`src/rtl/pci_lbus_strobe.sv`:
```
module pci_lbus_strobe (
  input  logic clk,
  input  logic rst,
  input  logic init_act,
  input  logic frame_n,
  input  logic irdy_n,
  input  logic trdy_n,
  output logic as_n,
  output logic ds_n,
  output logic blast_n
);

  logic frame_q;
  logic frame_fall;
  logic frame_rise;
  logic xfer_done;

  assign frame_fall = ~frame_n & frame_q;
  assign frame_rise = frame_n & ~frame_q;
  assign xfer_done  = ~irdy_n & ~trdy_n;

  always_ff @(posedge clk) begin
    if (rst) frame_q <= 1'b1;
    else     frame_q <= frame_n;
  end

  always_ff @(posedge clk) begin
    if (rst || !init_act) begin
      as_n    <= 1'b1;
      ds_n    <= 1'b1;
      blast_n <= 1'b1;
    end else begin
      as_n <= ~frame_fall;
      ds_n <= ~xfer_done;
      if (frame_rise && !irdy_n) blast_n <= 1'b0;
      else if (irdy_n)           blast_n <= 1'b1;
    end
  end

  assert_as_single_R3: assert property (@(posedge clk) disable iff (rst)
    !as_n |=> as_n);

  assert_idle_high_R2: assert property (@(posedge clk) disable iff (rst)
    !init_act |=> (as_n && ds_n && blast_n));

  assert_ds_on_done_R4: assert property (@(posedge clk) disable iff (rst)
    (init_act && !irdy_n && !trdy_n) |=> !ds_n);

  assert_blast_release_R6: assert property (@(posedge clk) disable iff (rst)
    irdy_n |=> blast_n);

  assert_reset_idle_R7: assert property (@(posedge clk)
    rst |=> (as_n && ds_n && blast_n));

endmodule

```
`config.mk`:
```
export PLATFORM = sky130hd
export DESIGN_NAME = pci_lbus_strobe
export DESIGN_NICKNAME = d
export VERILOG_FILES = /design/src/rtl/pci_lbus_strobe.sv
export SDC_FILE = /design/constraint.sdc
export NUM_CORES = 1
export LEC_CHECK = 0
export BUFFER_PORTS_ARGS = -buffer_cell sky130_fd_sc_hd__buf_2
export CORE_AREA = 2 2 39 41
export CTS_CLUSTER_SIZE = 16
export DETAILED_ROUTE_END_ITERATION = 8
export DIE_AREA = 0 0 41 43
export PLACE_DENSITY_LB_ADDON = 0.3
export SLEW_MARGIN = 20
export SYNTH_ARGS = -nofsm -noshare
export SYNTH_HDL_FRONTEND = slang
export SYNTH_SLANG_ARGS = --single-unit
```
`constraint.sdc`:
```
create_clock -name clk -period 0.8 [get_ports clk]
set_input_delay 0.2 -clock clk [delete_from_list [all_inputs] [get_ports clk]]
set_output_delay 0.2 -clock clk [all_outputs]
set_load 0.005 [all_outputs]
```
# After elaboration in Yosys (flattened, before gate mapping)

Index checks and enable logic that the tools add are counted.

Flip-flop bits (word level): 4
Output and inout port bits: 3

Multiplexer cells: 2
Reduce and logical (&&, ||, !) cells: 5
Bitwise operators: 9

Operator list:

| operator           | count |
|---|---|
| 1-bit inverter     | 6 |
| 1-bit AND          | 3 |
| 1-bit logical NOT  | 2 |
| 1-bit 2-to-1 mux   | 2 |
| 2-bit nonzero test | 1 |
| 1-bit logical AND  | 1 |
| 1-bit logical OR   | 1 |

# Depth between registers and ports, before layout

Word-level depth: 4
Gate-level depth with buffers: 2
Gate-level depth less buffers: 2

# Least setup slack after synthesis

Ideal clock, no wire load.

Path type: input to register
From: in rst
To: reg blast_n
Buffers on the path: 0
Arrival: 441 ps
Setup slack: 236 ps
Cell stages on the path: 2
Data required time: 677 ps
Path through: nor3b_2 o21ai_1

Word-level cells in the longest chain between the ends: 1

RTL lines:

| what                 | line | text |
|---|---|---|
| from (decl)          | 3    | `input logic rst,` |
| 1-bit logical OR     | 28   | `if (rst \|\| !init_act) begin` |
| to (signal assigned) | 31   | `blast_n <= 1'b1;` |
| to (signal assigned) | 35   | `if (frame_rise && !irdy_n) blast_n <= 1'b0;` |
| to (signal assigned) | 36   | `else if (irdy_n) blast_n <= 1'b1;` |
| to (decl)            | 10   | `output logic blast_n` |

Every way passes these cells.
A chain may end at the register's enable or synchronous reset.

# Final worst setup path

From: reg ds_n
To: out ds_n

RTL lines:

| what                   | line | text |
|---|---|---|
| from (decl)            | 9    | `output logic ds_n,` |
| from (signal assigned) | 34   | `ds_n <= ~xfer_done;` |

No word-level cell between the ends.

==> flow_summary.yaml <==
hold_path:
  holdPathEnd: "ds_n$_SDFF_PP1_"
  hold_start: "trdy_n"
  hold-path-cell-count: 2
  hp-class: "in2reg"
cts:
  clk_pin_slew_worst_paths_ns: 0.04
  numCtsBuffers: 3
  clk_root_buffer_cell: "clkbuf_4"
  tritoncts: "yes"
  htreeDepth: 1
  clock_latency_ns: 0.23
  max-clock-path-buffers: 2
  cts_sinks: 4
  hold_buffers: 0
worst_setup_path:
  cp_num_buf_inv: 1
  cp_max_fo: 1
  critPathKind: "reg2out"
  r2r_cells: 2
  crit_path_top_delay_cell: "dfxtp_2"
  worstSetupStartpoint: "ds_n$_SDFF_PP1_"
  setup.worst_path.start_class: "flip-flop"
  reg2reg_from: "frame_q$_SDFF_PP1_"
  timing.rr.end: "blast_n$_SDFFE_PP1P_"
  crit_chain: "buf_2"
  worst_ep_required_time_ns: 0.60
  crit_family: "flip-flops"
  rrSetupSlack_ns: 0.21
  end_kind: "output port"
  arrival_ns: 0.65
  slowest_delay_ns: 0.30
sta:
  period_minus_slack_ns: 0.852
  hold_viol: 0
  fmax_ghz: 1.17
  setup_ws_ns: -0.0519
  hold_ws_ns: 0.153
  skew_ns: 0.00150
  maxSlewHeadroom: 0.897
  tightestPinTransition_ns: 0.154
  finalSetupViolations: 3
  slew_viol_final: 0
  fin_crit_sh: 1.06
  rsz0062_at_grt: "true"
routing:
  routedWlPerCell_um: 7.95
  vias: 112
  drc: 0
  detail-route-antenna-nets: 0
  drt_iter0_drc: 4
  dr.pass1.iters: 2
  finalWirelength_um: 302
  viasPerCell: 2.95
floorplan:
  die_h_um: 43
  design.die.area_um2: 1760
  start_util: 0.0949
  core_um2: 1380
  std_cell_rows: 14
  die-width_um: 41
  ios: 9
global_route:
  grt_pass1_vias: 110
  use_met1: 0.0545
  track_usage: 0.0491
  grt_use_met3: 0.0733
  overflow: 0
  grt_use_met2: 0.0281
  grt_first_pass_wirelength_um: 455
  grt_max_degree: 4
  antenna_found_initial: 0
  grt.busiest_layer: "met3"
final_layout:
  fin_cells: 38
  fin_nets: 30
  nFillCells: 151
  synthToLayoutAreaGrowth_pct: 69.5
  finalCoreUtilization: 0.161
  drive_above_1_share: 0.636
  diodes: 0
yosys:
  synth_top_area_frac: 0.610
  ys.warnings.count: 0
  synth_cell_types: 8
  post-synth-top-area-cell: "dfxtp_1"
  synth_nets: 17
  avgSynthCellArea_um2: 11.9
  ys_seq_elements: 4
  synth-seq-area-share: 0.610
  synth_area_um2: 131
  synthTopCellsByArea: "dfxtp_1 61%, nor3b_2 9.5%, nand4bb_1 8.6%, nand2b_1 4.8%, nor2b_1 4.8%"
  syn_inst: 11
power_and_ir_drop:
  powerDensity_nw_per_um2: 2190
  ir_drop_uv: 720
  p_leak_uw: 0.0000969
placed_design:
  dp.cells: 35
  pre_cts_ws_ns: 0.0806
  finalWeightedCongestion: 0.528
  portBuffers: 8
run_status:
  violations: "negative setup slack"
  status: "complete, but fails checks"
job:
  max-cap-violations: 0
report_power, final:
part	total, uW	switching, uW	internal [uW]	leakage (uW)
Clock	247	79.9	168	0.0000138
Sequential	210	2.49	207	0.0000319
Combinational	30.8	11.3	19.5	0.0000512
state kept, by name, summed over array words and instances, names as in the netlist:
name / flops
blast_n: 1
ds_n: 1
as_n: 1
frame_q: 1
synthesized netlist by cell type:
| cell | number |
|---|---|
| nand4bb_1 | 1 |
| inv_1 | 1 |
| nand2b_1 | 1 |
| nor3b_2 | 1 |
| o21ai_1 | 1 |
| nor2b_1 | 1 |
| or2_1 | 1 |
| dfxtp_1 | 4 |
cells in the final DEF, fill, tap and decap left out, drive strengths merged:
cell type  n
inv        1
nor3b      1
o21ai      1
dfxtp      4
or2        1
nand4bb    1
nand2b     1
buf        8
clkbuf     3
nor2b      1
logic make-up after synthesis:
| kind of cell | share of synthesized area |
|---|---|
| AOI/OAI and AO/OA | 0.0381 |
| buffers and inverters | 0.0285 |
| DFF | 0.610 |
| and+or+nand+nor | 0.324 |
through the flow:
stage                     instance area [um2]  total power [uW]  setup TNS [ns]
after floorplan                           131               223               0
after global placement                    191               241               0
after detailed placement                  191               243               0
after CTS                                 221               502          -0.172
after global routing                      223               525          -0.218
final                                     223               488          -0.137
per-layer routing:
metal	up-vias	routed length, um
li1	58	-
met1	45	143
met2	9	89
met3	0	69
met4	0	0
met5	-	0
final cells by class:
class,instances,area (um2),area share
Sequential cell,4,82.6,0.371
Inverter,1,3.75,0.0169
Clock buffer,3,22.5,0.101
Timing Repair Buffer,8,46.3,0.208
Multi-Input combinational cell,6,47.5,0.213
Tap cell,16,20.0,0.0899
timing repair:
action                     4_1_cts  5_1_grt
gates resized for setup          2        1
cloned                           0        0
setup endpoints to repair        3        3
setup buffers                    0        0
worst max-delay path by stage:
stage	slack, ns	cells after the start	endpoint
after floorplan	0.24	2	blast_n$_SDFFE_PP1P_
after global placement	0.10	3	blast_n$_SDFFE_PP1P_
after detailed placement	0.08	3	blast_n$_SDFFE_PP1P_
after CTS	-0.06	1	ds_n
after global routing	-0.08	1	ds_n
final	-0.05	1	ds_n
No activity file was read; power rests on OpenSTA's default activity.
